==> src/rtl/wdog_pkg.sv <==
package wdog_pkg;

    typedef enum logic [1:0] {
        ST_IDLE,
        ST_RUN,
        ST_WARN,
        ST_BITE
    } wd_state_e;

    localparam int unsigned OFF_CTRL  = 32'h00;
    localparam int unsigned OFF_TMO   = 32'h04;
    localparam int unsigned OFF_KICK  = 32'h0C;
    localparam logic [31:0] KICK_KEY  = 32'h0000_0076;
    localparam int          CODE_W    = 4;

endpackage

==> src/rtl/wdog_regfile.sv <==
module wdog_regfile
    import wdog_pkg::*;
#(
    parameter int ADDR_W = 8
) (
    input  logic              clk,
    input  logic              rst_n,
    input  logic [ADDR_W-1:0] bus_addr,
    input  logic              bus_we,
    input  logic [31:0]       bus_wdata,
    output logic [31:0]       bus_rdata,
    output logic              ctrl_wr,
    output logic              en_new,
    output logic              kick,
    output logic              mode,
    output logic [CODE_W-1:0] code_init,
    output logic [CODE_W-1:0] code_norm
);

    logic [1:0]          ctrl_q;
    logic [2*CODE_W-1:0] tmo_q;
    logic                sel_ctrl, sel_tmo, sel_kick;

    assign sel_ctrl = (bus_addr == ADDR_W'(OFF_CTRL));
    assign sel_tmo  = (bus_addr == ADDR_W'(OFF_TMO));
    assign sel_kick = (bus_addr == ADDR_W'(OFF_KICK));

    always_ff @(posedge clk or negedge rst_n) begin
        if (!rst_n) begin
            ctrl_q <= '0;
            tmo_q  <= '0;
        end else if (bus_we) begin
            if (sel_ctrl) ctrl_q <= bus_wdata[1:0];
            if (sel_tmo)  tmo_q  <= bus_wdata[2*CODE_W-1:0];
        end
    end

    always_comb begin
        bus_rdata = '0;
        if (sel_ctrl)     bus_rdata = {30'd0, ctrl_q};
        else if (sel_tmo) bus_rdata = {{(32-2*CODE_W){1'b0}}, tmo_q};
    end

    assign ctrl_wr   = bus_we && sel_ctrl;
    assign en_new    = bus_wdata[0];
    assign kick      = bus_we && sel_kick && (bus_wdata == KICK_KEY);
    assign mode      = ctrl_q[1];
    assign code_norm = tmo_q[CODE_W-1:0];
    assign code_init = tmo_q[2*CODE_W-1:CODE_W];

    // a stored control value survives cycles with no control write
    p_ctrl_hold_r2: assert property (@(posedge clk) disable iff (!rst_n)
        !ctrl_wr |=> (ctrl_q == $past(ctrl_q)));

endmodule

==> src/rtl/wdog_period.sv <==
module wdog_period
    import wdog_pkg::*;
#(
    parameter int CNT_W    = 32,
    parameter int BASE_EXP = 16
) (
    input  logic [CODE_W-1:0] code,
    output logic [CNT_W-1:0]  load
);

    localparam int MAX_EXP = BASE_EXP + (1 << CODE_W) - 1;

    initial begin
        if (MAX_EXP >= CNT_W) $error("counter too narrow for longest period");
    end

    // Count runs from P-1 down to 0, so expiry falls P edges after the load
    assign load = (CNT_W'(1) << (BASE_EXP + int'(code))) - CNT_W'(1);

endmodule

==> src/rtl/wdog_engine.sv <==
module wdog_engine
    import wdog_pkg::*;
#(
    parameter int CNT_W      = 32,
    parameter int RST_CYCLES = 8
) (
    input  logic             clk,
    input  logic             rst_n,
    input  logic             ctrl_wr,
    input  logic             en_new,
    input  logic             kick,
    input  logic             mode,
    input  logic [CNT_W-1:0] load_init,
    input  logic [CNT_W-1:0] load_norm,
    output logic             wd_irq,
    output logic             wd_rst,
    output wd_state_e        state_o,
    output logic [CNT_W-1:0] cnt_o
);

    localparam int BW = $clog2(RST_CYCLES + 1);
    localparam logic [BW-1:0] BITE_LAST = BW'(RST_CYCLES - 1);

    wd_state_e        st_q, st_d;
    logic [CNT_W-1:0] cnt_q, cnt_d;
    logic [BW-1:0]    bite_q, bite_d;
    logic             stop;

    assign stop = ctrl_wr && !en_new;

    always_ff @(posedge clk or negedge rst_n) begin
        if (!rst_n) begin
            st_q   <= ST_IDLE;
            cnt_q  <= '0;
            bite_q <= '0;
        end else begin
            st_q   <= st_d;
            cnt_q  <= cnt_d;
            bite_q <= bite_d;
        end
    end

    always_comb begin
        st_d   = st_q;
        cnt_d  = cnt_q;
        bite_d = bite_q;
        unique case (st_q)
            ST_IDLE: begin
                if (ctrl_wr && en_new) begin
                    st_d  = ST_RUN;
                    cnt_d = load_init;
                end
            end
            ST_RUN, ST_WARN: begin
                if (stop) begin
                    st_d = ST_IDLE;
                end else if (kick) begin
                    st_d  = ST_RUN;
                    cnt_d = load_norm;
                end else if (cnt_q == '0) begin
                    if (st_q == ST_RUN && mode) begin
                        st_d  = ST_WARN;
                        cnt_d = load_norm;
                    end else begin
                        st_d   = ST_BITE;
                        bite_d = '0;
                    end
                end else begin
                    cnt_d = cnt_q - 1'b1;
                end
            end
            ST_BITE: begin
                if (stop) begin
                    st_d = ST_IDLE;
                end else if (bite_q == BITE_LAST) begin
                    st_d  = ST_RUN;
                    cnt_d = load_norm;
                end else begin
                    bite_d = bite_q + 1'b1;
                end
            end
            default: st_d = ST_IDLE;
        endcase
    end

    always_comb begin
        wd_irq = 1'b0;
        wd_rst = 1'b0;
        unique case (st_q)
            ST_WARN: wd_irq = 1'b1;
            ST_BITE: wd_rst = 1'b1;
            default: ;
        endcase
    end

    assign state_o = st_q;
    assign cnt_o   = cnt_q;

    // an undisturbed running count steps down by one per cycle
    p_count_down_r3: assert property (@(posedge clk) disable iff (!rst_n)
        (st_q == ST_RUN && !ctrl_wr && !kick && cnt_q != '0)
        |=> (cnt_q == $past(cnt_q) - 1'b1));

    // a valid key restarts with the normal period
    p_kick_reload_r4: assert property (@(posedge clk) disable iff (!rst_n)
        ((st_q == ST_RUN || st_q == ST_WARN) && kick && !stop)
        |=> (st_q == ST_RUN && cnt_q == $past(load_norm) && !wd_irq));

    // the reset pulse is held until its last cycle
    p_bite_hold_r6: assert property (@(posedge clk) disable iff (!rst_n)
        (st_q == ST_BITE && bite_q != BITE_LAST && !ctrl_wr) |=> wd_rst);

    // second expiry with no restart moves from interrupt to reset
    p_warn_bite_r7: assert property (@(posedge clk) disable iff (!rst_n)
        (st_q == ST_WARN && cnt_q == '0 && !kick && !ctrl_wr)
        |=> (wd_rst && !wd_irq));

    // pulse release resumes counting with the normal period
    p_bite_end_r9: assert property (@(posedge clk) disable iff (!rst_n)
        (st_q == ST_BITE && bite_q == BITE_LAST && !ctrl_wr)
        |=> (!wd_rst && st_q == ST_RUN && cnt_q == $past(load_norm)));

endmodule

==> src/rtl/wdog_timer.sv <==
module wdog_timer
    import wdog_pkg::*;
#(
    parameter int ADDR_W     = 8,
    parameter int CNT_W      = 32,
    parameter int BASE_EXP   = 16,
    parameter int RST_CYCLES = 8
) (
    input  logic              clk,
    input  logic              rst_n,
    input  logic [ADDR_W-1:0] bus_addr,
    input  logic              bus_we,
    input  logic [31:0]       bus_wdata,
    output logic [31:0]       bus_rdata,
    output logic              wd_irq,
    output logic              wd_rst
);

    localparam int NPER = 2;

    logic              ctrl_wr, en_new, kick, mode;
    logic [CODE_W-1:0] code_init, code_norm;
    logic [CODE_W-1:0] codes [NPER];
    logic [CNT_W-1:0]  loads [NPER];
    wd_state_e         st;
    logic [CNT_W-1:0]  cnt;

    wdog_regfile #(.ADDR_W(ADDR_W)) u_regs (
        .clk       (clk),
        .rst_n     (rst_n),
        .bus_addr  (bus_addr),
        .bus_we    (bus_we),
        .bus_wdata (bus_wdata),
        .bus_rdata (bus_rdata),
        .ctrl_wr   (ctrl_wr),
        .en_new    (en_new),
        .kick      (kick),
        .mode      (mode),
        .code_init (code_init),
        .code_norm (code_norm)
    );

    assign codes[0] = code_init;
    assign codes[1] = code_norm;

    for (genvar g = 0; g < NPER; g++) begin : g_per
        wdog_period #(.CNT_W(CNT_W), .BASE_EXP(BASE_EXP)) u_per (
            .code (codes[g]),
            .load (loads[g])
        );
    end

    wdog_engine #(.CNT_W(CNT_W), .RST_CYCLES(RST_CYCLES)) u_eng (
        .clk       (clk),
        .rst_n     (rst_n),
        .ctrl_wr   (ctrl_wr),
        .en_new    (en_new),
        .kick      (kick),
        .mode      (mode),
        .load_init (loads[0]),
        .load_norm (loads[1]),
        .wd_irq    (wd_irq),
        .wd_rst    (wd_rst),
        .state_o   (st),
        .cnt_o     (cnt)
    );

    // a wrong key at the restart offset leaves the countdown running
    p_bad_key_r5: assert property (@(posedge clk) disable iff (!rst_n)
        (bus_we && bus_addr == ADDR_W'(OFF_KICK) && bus_wdata != KICK_KEY
         && st == ST_RUN && cnt != '0)
        |=> (cnt == $past(cnt) - 1'b1));

    // a control write clearing bit 0 silences both outputs
    p_stop_quiet_r10: assert property (@(posedge clk) disable iff (!rst_n)
        (bus_we && bus_addr == ADDR_W'(OFF_CTRL) && !bus_wdata[0])
        |=> (!wd_rst && !wd_irq && st == ST_IDLE));

endmodule

==> config.mk <==
export PLATFORM = sky130hd
export DESIGN_NAME = wdog_timer
export DESIGN_NICKNAME = d
export VERILOG_FILES = /design/src/rtl/wdog_pkg.sv /design/src/rtl/wdog_regfile.sv /design/src/rtl/wdog_period.sv /design/src/rtl/wdog_engine.sv /design/src/rtl/wdog_timer.sv
export SDC_FILE = /design/constraint.sdc
export NUM_CORES = 1
export LEC_CHECK = 0
export BUFFER_PORTS_ARGS = -buffer_cell sky130_fd_sc_hd__buf_2
export CORE_ASPECT_RATIO = 1.25
export CORE_UTILIZATION = 50
export CTS_CLUSTER_SIZE = 16
export DETAILED_ROUTE_END_ITERATION = 7
export PLACE_DENSITY = 0.75
export REMOVE_ABC_BUFFERS = 1
export SLEW_MARGIN = 30
export SYNTH_ARGS = -nofsm -noshare
export SYNTH_HDL_FRONTEND = slang
export SYNTH_HIERARCHICAL = 1
export SYNTH_SLANG_ARGS = --single-unit
==> constraint.sdc <==
create_clock -name clk -period 2.5 [get_ports clk]
set_input_delay 0.25 -clock clk [delete_from_list [all_inputs] [get_ports clk]]
set_output_delay 0.25 -clock clk [all_outputs]
set_load 0.05 [all_outputs]
==> key figures, run 1 <==
STA
  • Tcrit/Tclk final: 0.963
  • Hold WS: between 0.06 and 0.07 ns
  • Min cycle time layout: between 2 and 2.5 ns
  • Maximum clock frequency: 415 MHz
  • Setup WS post-layout: 0.0914 ns
  • Hold Vio Cnt, Final: 0
  • Number of pins with negative max-slew slack in the final report: 0
  • Headroom to the max-slew limit: 0.542
  • Slew of the pin with the lowest slew margin: 0.687 ns
  • Max Clock Skew: ~0.0043 ns
  • Setup-violating endpoint count in the final report: 0

Synthesis
  • Fraction of the yosys area taken by sequential cells: 0.236
  • Yosys warns: 6
  • Fraction of post-synthesis cell area in the top cell type by area: 0.236
  • Leading cell types by total area after synthesis: sky130_fd_sc_hd__dfrtp_1 (24%), sky130_fd_sc_hd__buf_4 (9.7%), sky130_fd_sc_hd__o21ai_0 (4.8%)
  • Most frequent cell after synthesis: sky130_fd_sc_hd__buf_4
  • Number of flops mapped to enable cells by yosys: 0
  • Post-synthesis instance total: about 610
  • Per-instance average area after synthesis: 8.37 um2
  • Library cells used by synthesis: 85
  • Most frequent cells after synthesis: sky130_fd_sc_hd__buf_4 (66), sky130_fd_sc_hd__nand2_1 (51), sky130_fd_sc_hd__o21ai_0 (49)
  • Synthesis-stage register bit count: 48
  • Fraction of registers with async set or reset after synthesis: 1.00
  • Synthesized cell area: roughly 5100 um2
  • Largest area contributor in the netlist: sky130_fd_sc_hd__dfrtp_1
  • Top_reg_cell synth: sky130_fd_sc_hd__dfrtp_1

Worst setup path
  • Top delay family on crit path: simple AND/OR/NAND/NOR gates
  • Reg2reg end: u_eng/cnt_o[18]$_DFFE_PN0P_
  • Startpoint class of the critical path: flop
  • Launch point of the worst reg-to-reg path: u_eng/cnt_o[9]$_DFFE_PN0P_
  • Arrival time of the worst setup path: ~2.6 ns
  • Worst setup slack for register-to-register paths: 0.09 ns
  • Worst reg2reg path depth: 6
  • Required time at the worst-slack endpoint: 2.68 ns
  • List of cells traversed by the critical path: or4_4, or4_4, nor4_4, xnor2_1, a221oi_2, o22ai_1
  • Critical path class: flop to flop
  • Top fanout value on the critical path: 7
  • Buffers plus inverters on the worst setup path: 0
  • Crit-path max cell delay: just under 0.6 ns
  • Slowest cell on the critical path: sky130_fd_sc_hd__or4_4
  • Cell repeated most along the worst path: sky130_fd_sc_hd__or4_4
  • Capturing element type of the critical path: flop

GRT
  • Global routing usage summed across all routing layers: 0.276
  • Number of antenna violations at the first check in global routing: 0
  • Total congestion overflow: 0
  • First-pass GRT wire length: about 23000 um
  • Maximum number of pins on one net before global-route repair: 49
  • Via count of the first global-routing pass: 4757

Power and ir drop
  • Switching Power: roughly 2.6 mW
  • Power per cell area: between 900 and 1000 nW/um2
  • Reg power frac: 0.256
  • Internal Dissipation: slightly below 3 mW
  • VDD IR-drop max: approximately 0.57 mV
  • Logic gate share of total power: 0.616
  • Fraction of power spent switching nets: 0.468
  • Leakage Power: ~2.6 nW
  • Fraction of power consumed by the clock network: 0.128

Clock network
  • Sinks on Clock Net: 48
  • Clock root buffer: sky130_fd_sc_hd__clkbuf_16
  • Maximum count of clock buffers along a single path: 2
  • CTS H-tree depth: 2
  • CTS tree: yes
  • Hold-fix buffer count after cts: 0
  • Number of buffers added by the clock tree synthesis step: 5
  • Worst-skew pair later-pin latency: approximately 0.3 ns
  • Clock-pin slew on the worst setup and hold paths: 0.07 ns

Detailed routing
  • Drt initial violations: roughly 570
  • Vias: around 4900
  • Total DRC errors in the routed layout: 0
  • First-pass detailed-route iteration total: 6
  • Number of nets still failing antenna checks after routing: 0
  • Routed WL: 14500 um
  • Wire per inst: between 15 and 20 um
  • Number of vias per cell after detailed routing: 6.00

Floorplanning
  • Die outline height: approximately 110 um
  • Area of the core region: roughly 9800 um2
  • Starting density of the core: 0.521
  • Cell row count: 40
  • Die Wd: around 90 um
  • Full die area: about 11000 um2
  • Ports: 77

Final layout
  • Sequential cell area: roughly 1200 um2
  • Number of cells in the finished layout apart from fillers: about 800
  • Post-layout nets: ~750
  • Number of fillers in the final layout: approximately 830
  • ANT cells: 0
  • Area of the multi-input gates: between 3000 and 4000 um2
  • Layout overhead on the synthesized area: 14.5%
  • Share of final-layout standard cells stronger than drive strength 1: 0.290

Place
  • Post-DP HPWL: between 10000 and 15000 um
  • Placement Setup Slack: -0.108 ns
  • Final RePlAce weighted congestion: ~0.96
  • Cell Count Post-Placement: approximately 800
  • Total of buffers placed on input and output ports: 52

Run status
  • Result of the run: completed

Min path
  • Class of the worst hold path: primary input to asynchronous set/reset pin

Run
  • Number of maximum-capacitance constraint violations: 0
-- worst max-delay path by stage --
| stage | from | endpoint | slack [ns] | depth (start not counted) |
|---|---|---|---|---|
| finish | u_eng/cnt_o[9]$_DFFE_PN0P_ | u_eng/cnt_o[18]$_DFFE_PN0P_ | 0.09 | 6 |
| global route | u_regs/tmo_q[2]$_DFFE_PN0P_ | u_eng/cnt_o[24]$_DFFE_PN0P_ | -0.02 | 11 |
| CTS | u_eng/cnt_o[9]$_DFFE_PN0P_ | u_eng/cnt_o[18]$_DFFE_PN0P_ | 0.07 | 6 |
| detailed placement | bus_wdata[8] | u_eng/cnt_o[12]$_DFFE_PN0P_ | -0.11 | 11 |
| global placement | bus_wdata[8] | u_eng/cnt_o[23]$_DFFE_PN0P_ | -0.05 | 11 |
| floorplan | bus_addr[5] | u_eng/cnt_o[0]$_DFFE_PN0P_ | -0.29 | 7 |
-- layer usage --
layer,global-route usage,share of wire,up-vias
li1,-,-,2313
met1,0.324,0.40,2315
met2,0.504,0.51,259
met3,0.0331,0.058,47
met4,0.123,0.037,0
met5,0,0,-
-- placed cells by master, fill, tap and decap left out, drive strengths merged, types with 5 or more instances in the layout --
cell,count
nor4,20
or3,6
a221oi,20
xor2,7
nor2,43
clkbuf,8
conb,58
nor3,24
and3,5
xnor2,11
nand3,12
nand2b,13
o31ai,9
ha,9
and2,9
mux2,19
nor2b,5
a22oi,7
inv,16
buf,124
a21oi,22
o22ai,8
o21ai,54
dfrtp,48
a31o,6
a31oi,7
a22o,6
nand4,10
nand2,51
-- flip-flops by register name, summed over array words and instances (netlist names) --
| signal | cells |
|---|---|
| u_regs/ctrl_q | 2 |
| u_eng/cnt_o | 32 |
| u_eng/bite_q | 4 |
| u_eng/state_o | 2 |
| u_regs/tmo_q | 8 |
-- metrics by stage --
step	power (mW)	TNS [ns]	utilization	area [um2]
2_1_floorplan	3.43	-4.74	-	4620
3_3_place_gp	4.62	-0.300	0.576	5620
3_5_place_dp	4.70	-2.09	0.576	5620
4_1_cts	5.43	0	0.591	5770
5_1_grt	5.89	-0.0227	0.597	5830
6_report	5.55	0	0.597	5830
-- power by group through the flow --
stage / combinational [mW] / sequential, mW / clock, mW
finish: 3.42 / 1.42 / 0.710
global route: 3.69 / 1.46 / 0.733
CTS: 3.30 / 1.41 / 0.718
detailed placement: 3.27 / 1.43 / 0
global placement: 3.22 / 1.41 / 0
floorplan: 2.06 / 1.38 / 0
-- kinds of logic (layout without fill, tap and decap cells) --
logic type      count (synthesis)  count (layout)  synth area share
simple gates                  221             221             0.264
compound gates                171             171             0.240
buf+inv                       113             148             0.144
flops                          48              48             0.236
mux                            23              23            0.0595
xor+xnor                       18              18            0.0310
fa+ha+maj                       9               9            0.0221
other cells                     5              58           0.00369
-- final cells by class --
type                            instances  share of cell area
Timing Repair Buffer                  124               0.147
Tap cell                              126              0.0271
Multi-Input combinational cell        500               0.584
Inverter                               16              0.0103
Sequential cell                        48               0.207
Clock buffer                            8              0.0251
-- timing repair --
action,CTS,global route
pin swaps,0,2
endpoints found under the setup margin,1,18
endpoints found under the hold margin,0,0
buffers inserted,0,1
gates resized for setup,1,11
Note: power is estimated with default switching activity, not from simulation.
==> inputs of run 2 (changes only) <==
--- a/config.mk
+++ b/config.mk
@@ -8,6 +8,7 @@
 export BUFFER_PORTS_ARGS = -buffer_cell sky130_fd_sc_hd__buf_2
 export CORE_ASPECT_RATIO = 1.25
 export CORE_UTILIZATION = 50
+export CTS_BUF_LIST = sky130_fd_sc_hd__clkbuf_4
 export CTS_CLUSTER_SIZE = 16
 export DETAILED_ROUTE_END_ITERATION = 7
 export PLACE_DENSITY = 0.75
==> constraint.sdc (replaced) <==
create_clock -name clk -period 2 [get_ports clk]
set_input_delay 0.2 -clock clk [delete_from_list [all_inputs] [get_ports clk]]
set_output_delay 0.2 -clock clk [all_outputs]
set_load 0.05 [all_outputs]
==> key figures, run 2 (synthesis results as in run 1) <==
Worst setup path
  • List of cells traversed by the critical path: nor4_2, buf_4, nand3_4, buf_6, o31a_1, buf_12, a221oi_4, nor3_4, a31o_1
  • Capturing element type of the critical path: flop
  • Crit path capture: u_eng/cnt_o[15]$_DFFE_PN0P_
  • Reg2reg end: u_eng/cnt_o[15]$_DFFE_PN0P_
  • Launch point of the worst reg-to-reg path: u_eng/cnt_o[23]$_DFFE_PN0P_
  • Top fanout value on the critical path: 8 (+1)
  • Arrival time of the worst setup path: 2.88 ns (+0.30 ns)
  • Startpoint class of the critical path: flop
  • Worst setup slack for register-to-register paths: -0.53 ns (-0.62 ns)
  • Slowest cell on the critical path: sky130_fd_sc_hd__dfrtp_1
  • Origin of the worst setup path: u_eng/cnt_o[23]$_DFFE_PN0P_
  • Worst reg2reg path depth: 9 (+3)
  • Critical path class: flop to flop
  • Required time at the worst-slack endpoint: 2.35 ns (-0.33 ns)
  • Crit-path max cell delay: 0.44 ns (-0.14 ns)

STA
  • Min cycle time layout: 2.53 ns (+0.117 ns)
  • Maximum clock frequency: 396 MHz (-4.6%)
  • Headroom to the max-slew limit: 0.554 (+0.0126)
  • Hold Vio Cnt, Final: 0 (unchanged)
  • Slew of the pin with the lowest slew margin: 0.667 ns (-0.0198 ns)
  • Setup WS post-layout: -0.526 ns (-0.617 ns)
  • Max Clock Skew: 0.0300 ns (+0.0257 ns)
  • Total Neg Setup Slack: -15.09 ns (-15.09 ns)
  • Number of pins with negative max-slew slack in the final report: 0 (unchanged)
  • Setup repair after global routing missed its margin: true
  • Tcrit/Tclk final: 1.26 (+0.299)
  • Setup-violating endpoint count in the final report: 38 (+38)

GRT
  • Via count of the first global-routing pass: 5991 (+26%)
  • Total congestion overflow: 0 (unchanged)
  • First-pass GRT wire length: 29200 um (+26%)
  • Global-route track usage on met1: 0.396 (+0.0728)
  • Number of antenna violations at the first check in global routing: 0 (unchanged)
  • Most used routing layer: met2
  • Global-route track usage on met3: 0.0589 (+0.0258)
  • Maximum number of pins on one net before global-route repair: 32 (-35%)
  • Global routing usage summed across all routing layers: 0.355 (+0.0789)
  • Met2 usage in global routing: 0.622 (+0.118)

Final layout
  • Post-layout nets: 888 (+19%)
  • Layout overhead on the synthesized area: 49.5%
  • Number of flip-flops in the largest register: 32 (unchanged)
  • ANT cells: 0 (unchanged)
  • Most used cells in the layout excluding fill and tap cells: sky130_fd_sc_hd__buf_4 (168), sky130_fd_sc_hd__conb_1 (58), sky130_fd_sc_hd__buf_2 (51), sky130_fd_sc_hd__dfrtp_1 (47), sky130_fd_sc_hd__buf_6 (32)
  • Most common cell after layout, fill and taps aside: sky130_fd_sc_hd__buf_4
  • Final core occ: 0.779 (+0.183)
  • Number of cells in the finished layout apart from fillers: 963 (+17%)
  • Share of final-layout standard cells stronger than drive strength 1: 0.524 (+0.234)

Detailed routing
  • Number of nets still failing antenna checks after routing: 0 (unchanged)
  • Routed WL: 22200 um (+53%)
  • Total DRC errors in the routed layout: 0 (unchanged)
  • Vias: 6360 (+29%)
  • Wire per inst: 23.1 um (+31%)
  • First-pass detailed-route iteration total: 6 (unchanged)
  • Drt initial violations: 867 (+53%)
  • Number of vias per cell after detailed routing: 6.60 (+10%)

Clock network
  • Clock root buffer: sky130_fd_sc_hd__clkbuf_4
  • CTS tree: yes
  • Clock-pin slew on the worst setup and hold paths: 0.18 ns (+0.11 ns)
  • Number of buffers added by the clock tree synthesis step: 5 (unchanged)
  • Sinks on Clock Net: 48 (unchanged)
  • Maximum count of clock buffers along a single path: 2 (unchanged)
  • Worst-skew pair later-pin latency: 0.43 ns (+0.13 ns)
  • CTS H-tree depth: 2 (unchanged)

Floorplanning
  • Area of the core region: 9760 um2 (unchanged)
  • Die outline height: 115 um (unchanged)
  • Ports: 77 (unchanged)
  • Cell row count: 40 (unchanged)
  • Full die area: 10600 um2 (unchanged)
  • Die Wd: 92.2 um (unchanged)
  • Starting density of the core: 0.521 (unchanged)

Power and ir drop
  • Internal Dissipation: 4.90 mW (+66%)
  • Logic gate share of total power: 0.771 (+0.155)
  • Leakage Power: 3.50 nW (+34%)
  • Fraction of power spent switching nets: 0.488 (+0.0204)
  • Switching Power: 4.67 mW (+80%)
  • Power per cell area: 1260 nW/um2 (+32%)
  • Total power after layout: 9.57 mW (+72%)
  • Reg power frac: 0.172 (-0.084)
  • VDD IR-drop max: 0.807 mV (+42%)
  • Fraction of power consumed by the clock network: 0.057 (-0.071)

Place
  • Cell Count Post-Placement: 897 (+10%)
  • Total of buffers placed on input and output ports: 52 (unchanged)
  • Post-DP HPWL: 12300 um (+14%)
  • Final RePlAce weighted congestion: 0.938 (-2.2%)

Run status
  • Violations in the final reports: setup timing
  • Result of the run: finished, violations left

Min path
  • Class of the worst hold path: primary input to flop

Run
  • Number of maximum-capacitance constraint violations: 0 (unchanged)
[run 2: cell types whose count changed in the layout (fill, tap and decap cells not counted), moves of 7 or more]
cell / previous run / this run
sky130_fd_sc_hd__buf_4: 67 / 168
sky130_fd_sc_hd__buf_6: 1 / 32
sky130_fd_sc_hd__o21ai_0: 49 / 28
sky130_fd_sc_hd__nand2_1: 50 / 31
sky130_fd_sc_hd__nand2_2: 1 / 15
sky130_fd_sc_hd__o21ai_1: 5 / 16
sky130_fd_sc_hd__o21ai_2: 0 / 10
sky130_fd_sc_hd__nor2_1: 39 / 30
sky130_fd_sc_hd__a221oi_1: 17 / 9
sky130_fd_sc_hd__a221oi_2: 2 / 10
sky130_fd_sc_hd__clkbuf_4: 0 / 7
sky130_fd_sc_hd__nor3_1: 18 / 11
[run 2: power groups by stage]
stage                     clock network, mW  registers [mW]  logic [mW]
after floorplan                           0            1.72        2.57
final                                 0.545            1.64        7.38
after global placement                    0            1.60        4.86
after global routing                  0.591            1.69        7.58
after detailed placement                  0            1.61        5.03
after CTS                             0.541            1.61        5.96
[run 2: worst min-delay path by stage]
stage | end | cells past startpoint | start | slack [ns]
4_1_cts | u_regs/tmo_q[7]$_DFFE_PN0P_ | 2 | bus_wdata[7] | 0.04
2_1_floorplan | u_eng/bite_q[0]$_DFFE_PN0P_ | 0 | rst_n | -0.1
3_5_place_dp | u_eng/cnt_o[21]$_DFFE_PN0P_ | 1 | rst_n | 0.14
3_3_place_gp | u_eng/cnt_o[21]$_DFFE_PN0P_ | 1 | rst_n | 0.15
5_1_grt | u_regs/tmo_q[7]$_DFFE_PN0P_ | 2 | bus_wdata[7] | -0.02
6_report | u_regs/tmo_q[7]$_DFFE_PN0P_ | 2 | bus_wdata[7] | 0.03
[run 2: per-stage QoR]
step                      hold WS [ns]  cell area (um2)  setup WS (ns)
final                           0.0302             7610         -0.526
after global routing           -0.0219             7610         -0.553
after CTS                       0.0382             7000         -0.373
after detailed placement         0.144             6260         -0.538
after global placement           0.155             6260         -0.443
after floorplan                -0.0956             4620         -0.740
[run 2: cell type report]
type / instances / area [um2]
multi-input cells: 500 / 3990
well taps: 126 / 158
flip-flops and latches: 48 / 1200
inverters: 16 / 60.1
fillers: 557 / 2150
repair buffers: 265 / 2140
clock buffers: 7 / 52.6
clock inverters: 1 / 8.76
[run 2: layer usage]
metal / wire, um / share of wire / vias up
li1: - / - / 2605
met1: 7400 / 0.33 / 2924
met2: 10500 / 0.47 / 613
met3: 2380 / 0.11 / 218
met4: 1910 / 0.086 / 0
met5: 0 / 0 / -
[run 2: critical path, delay by kind of cell, from the launching register on]
family | cells | cell delay, ns
simple gates | 3 | 0.61
flops | 1 | 0.44
buf+inv | 3 | 0.56
compound gates | 3 | 0.85
[run 2: what timing repair did]
action	in CTS	in global routing
setup endpoints to repair	38	39
hold buffers	1	0
endpoints found under the hold margin	12	0
gates cloned	1	1
pin swaps	45	50
buffers inserted	33	24
gates resized for setup	100	100
==> inputs of run 3 (changes only) <==
--- a/config.mk
+++ b/config.mk
@@ -11,10 +11,9 @@
 export CTS_BUF_LIST = sky130_fd_sc_hd__clkbuf_4
 export CTS_CLUSTER_SIZE = 16
 export DETAILED_ROUTE_END_ITERATION = 7
-export PLACE_DENSITY = 0.75
+export PLACE_DENSITY = 0.77
 export REMOVE_ABC_BUFFERS = 1
 export SLEW_MARGIN = 30
 export SYNTH_ARGS = -nofsm -noshare
 export SYNTH_HDL_FRONTEND = slang
-export SYNTH_HIERARCHICAL = 1
 export SYNTH_SLANG_ARGS = --single-unit
==> key figures, run 3 <==
STA
  • Number of pins with negative max-slew slack in the final report: 0 (unchanged)
  • Total Neg Setup Slack: -30.75 ns (-15.66 ns)
  • Slew of the pin with the lowest slew margin: 0.661 ns (-0.00563 ns)
  • Setup repair after global routing missed its margin: true
  • Max Clock Skew: 0.0447 ns (+0.0146 ns)
  • Min cycle time layout: 2.94 ns (+0.412 ns)
  • Hold WS: 0.0452 ns (+0.0150 ns)
  • Setup WS post-layout: -0.937 ns (-0.412 ns)
  • Setup-violating endpoint count in the final report: 38 (unchanged)
  • Maximum clock frequency: 340 MHz (-14%)
  • Tcrit/Tclk final: 1.47 (+0.206)
  • Headroom to the max-slew limit: 0.559 (+0.00487)
  • Hold Vio Cnt, Final: 0 (unchanged)

Power and ir drop
  • Internal Dissipation: 4.19 mW (-15%)
  • Reg power frac: 0.190 (+0.018)
  • Fraction of power spent switching nets: 0.498 (+0.00983)
  • Leakage Power: 2.93 nW (-16%)
  • Logic gate share of total power: 0.747 (-0.024)
  • Fraction of power consumed by the clock network: 0.063 (+0.006)
  • Power per cell area: 1340 nW/um2 (+6.3%)
  • VDD IR-drop max: 0.949 mV (+18%)
  • Total power after layout: 8.34 mW (-13%)
  • Switching Power: 4.15 mW (-11%)

Detailed routing
  • First-pass detailed-route iteration total: 6 (unchanged)
  • Routed WL: 17300 um (-22%)
  • Number of vias per cell after detailed routing: 6.56 (-0.62%)
  • Number of nets still failing antenna checks after routing: 0 (unchanged)
  • Vias: 5428 (-15%)
  • Total DRC errors in the routed layout: 0 (unchanged)
  • Drt initial violations: 672 (-22%)
  • Wire per inst: 21.0 um (-9.2%)

Place
  • Post-DP Area: 5450 um2 (-13%)
  • Cell Count Post-Placement: 792 (-12%)
  • Post-DP HPWL: 10400 um (-16%)
  • Final RePlAce weighted congestion: 0.936 (-0.17%)
  • Total of buffers placed on input and output ports: 52 (unchanged)
  • Placement Setup Slack: -0.889 ns (-0.350 ns)

Synthesis
  • Fraction of registers with async set or reset after synthesis: 1.00 (unchanged)
  • Synthesized cell area: 4150 um2 (-19%)
  • Most frequent cell after synthesis: sky130_fd_sc_hd__nand2_1
  • Post-synthesis instance total: 527 (-13%)
  • Largest area contributor in the netlist: sky130_fd_sc_hd__dfrtp_1
  • Leading cell types by total area after synthesis: sky130_fd_sc_hd__dfrtp_1 (29%), sky130_fd_sc_hd__nand2_1 (5.3%), sky130_fd_sc_hd__o21ai_0 (5.1%)
  • Top_reg_cell synth: sky130_fd_sc_hd__dfrtp_1
  • Library cells used by synthesis: 63 (-26%)
  • Number of flops mapped to enable cells by yosys: 0 (unchanged)
  • Synthesis-stage register bit count: 48 (unchanged)
  • Fraction of post-synthesis cell area in the top cell type by area: 0.290 (+0.0537)
  • Yosys warns: 0 (-6)
  • Per-instance average area after synthesis: 7.87 um2 (-6.0%)
  • Fraction of the yosys area taken by sequential cells: 0.290 (+0.0537)
  • Most frequent cells after synthesis: sky130_fd_sc_hd__nand2_1 (58), sky130_fd_sc_hd__nor2_1 (50), sky130_fd_sc_hd__dfrtp_1 (48)

Worst setup path
  • Top fanout value on the critical path: 3 (-5)
  • Capturing element type of the critical path: flop
  • Arrival time of the worst setup path: 3.25 ns (+0.37 ns)
  • Worst reg2reg path depth: 8 (-1)
  • Critical path class: flop to flop
  • Required time at the worst-slack endpoint: 2.32 ns (-0.03 ns)
  • Startpoint class of the critical path: flop

Final layout
  • Design area: 6240 um2 (-18%)
  • Post-layout nets: 782 (-12%)
  • Most common cell after layout, fill and taps aside: sky130_fd_sc_hd__buf_4
  • Final core occ: 0.787 (+0.00744)
  • Number of fillers in the final layout: 478 (-14%)
  • ANT cells: 0 (unchanged)
  • Number of cells in the finished layout apart from fillers: 827 (-14%)
  • Most used cells in the layout excluding fill and tap cells: sky130_fd_sc_hd__buf_4 (151), sky130_fd_sc_hd__nand2_1 (53), sky130_fd_sc_hd__buf_2 (51), sky130_fd_sc_hd__dfrtp_1 (48), sky130_fd_sc_hd__nor2_1 (45)
  • Layout overhead on the synthesized area: 50.5%
  • Number of flip-flops in the largest register: 32 (unchanged)
  • Share of final-layout standard cells stronger than drive strength 1: 0.425 (-0.0996)

Floorplanning
  • Cell row count: 36 (-10%)
  • Die outline height: 104 um (-9.6%)
  • Starting density of the core: 0.523 (+0.00147)
  • Area of the core region: 7930 um2 (-19%)
  • Ports: 77 (unchanged)
  • Die Wd: 83.4 um (-9.5%)
  • Full die area: 8660 um2 (-18%)

GRT
  • Maximum number of pins on one net before global-route repair: 49 (+53%)
  • Via count of the first global-routing pass: 5292 (-12%)
  • First-pass GRT wire length: 25500 um (-13%)
  • Total congestion overflow: 0 (unchanged)
  • Number of antenna violations at the first check in global routing: 0 (unchanged)
  • Global routing usage summed across all routing layers: 0.366 (+0.0115)

Clock network
  • Maximum count of clock buffers along a single path: 2 (unchanged)
  • Worst-skew pair later-pin latency: 0.45 ns (+0.02 ns)
  • Clock root buffer: sky130_fd_sc_hd__clkbuf_4
  • Sinks on Clock Net: 48 (unchanged)
  • CTS H-tree depth: 2 (unchanged)
  • Number of buffers added by the clock tree synthesis step: 5 (unchanged)
  • CTS tree: yes
  • Clock-pin slew on the worst setup and hold paths: 0.20 ns (+0.02 ns)

Run status
  • Result of the run: finished, violations left
  • Violations in the final reports: setup timing

Run
  • Number of maximum-capacitance constraint violations: 0 (unchanged)

Min path
  • Class of the worst hold path: primary input to flop
  • Number of stages on the worst hold path: 2 (unchanged)
-- run 3: worst max-delay path, stage by stage, from the launching register on --
cell                       delay, ns
sky130_fd_sc_hd__dfrtp_1        0.46
sky130_fd_sc_hd__or4_4          0.50
sky130_fd_sc_hd__or4_4          0.45
sky130_fd_sc_hd__nor4_4         0.39
sky130_fd_sc_hd__buf_4          0.20
sky130_fd_sc_hd__mux2_4         0.31
sky130_fd_sc_hd__a32oi_2        0.20
sky130_fd_sc_hd__o311ai_2       0.14
sky130_fd_sc_hd__o21a_1         0.15
-- run 3: area by class of cell --
class	count	area [um2]	area share
clock buffer	5	37.5	0.00602
clock inverter	3	18.8	0.00301
inverter	10	37.5	0.00602
multi-input combinational	434	3060	0.491
sequential	48	1200	0.193
tap	95	119	0.0191
timing repair buffer	232	1760	0.282
-- run 3: final timing paths --
kind                                               from                      endpoint  slack [ns]
setup / recovery            u_eng.cnt_o[15]$_DFFE_PN0P_   u_eng.cnt_o[26]$_DFFE_PN0P_       -0.94
hold / removal                             bus_wdata[2]   u_regs.tmo_q[2]$_DFFE_PN0P_        0.05
setup reg to reg            u_eng.cnt_o[15]$_DFFE_PN0P_   u_eng.cnt_o[26]$_DFFE_PN0P_       -0.94
hold reg to reg            u_regs.ctrl_q[1]$_DFFE_PN0P_  u_regs.ctrl_q[1]$_DFFE_PN0P_        0.54
max in group asynchronous                         rst_n   u_regs.tmo_q[5]$_DFFE_PN0P_        1.15
min in group asynchronous                         rst_n   u_eng.cnt_o[15]$_DFFE_PN0P_        0.36
-- run 3: routing by layer --
layer / wire, um / GRT usage / up-vias
met5: 0 / 0 / -
met4: 1260 / 0.220 / 0
met3: 1730 / 0.0813 / 136
met2: 8400 / 0.626 / 445
met1: 5950 / 0.415 / 2511
li1: - / - / 2336
-- run 3: what timing repair did --
item,4_1_cts,5_1_grt
pin swaps,20,18
hold buffers,1,0
gates resized for setup,77,45
endpoints found under the hold margin,48,0
setup buffers,14,10
setup endpoints to repair,38,44
cloned,2,1
-- run 3: cells by family after synthesis --
logic type,Yosys count,share of synthesized area
multiplexers,16,0.0417
other,1,0.000905
buffers and inverters,69,0.0945
flip-flops,48,0.290
AND/OR/NAND/NOR,233,0.298
adder cells (fa/ha/maj),8,0.0241
XOR/XNOR,12,0.0254
AO/OA/AOI/OAI,140,0.226
-- run 3: power by group through the flow --
| stage | combinational (mW) | clock [mW] | sequential [mW] |
|---|---|---|---|
| 6_report | 6.23 | 0.528 | 1.58 |
| 5_1_grt | 6.48 | 0.547 | 1.61 |
| 4_1_cts | 5.17 | 0.496 | 1.55 |
| 3_5_place_dp | 4.48 | 0 | 1.55 |
| 3_3_place_gp | 4.33 | 0 | 1.53 |
| 2_1_floorplan | 2.22 | 0 | 1.66 |
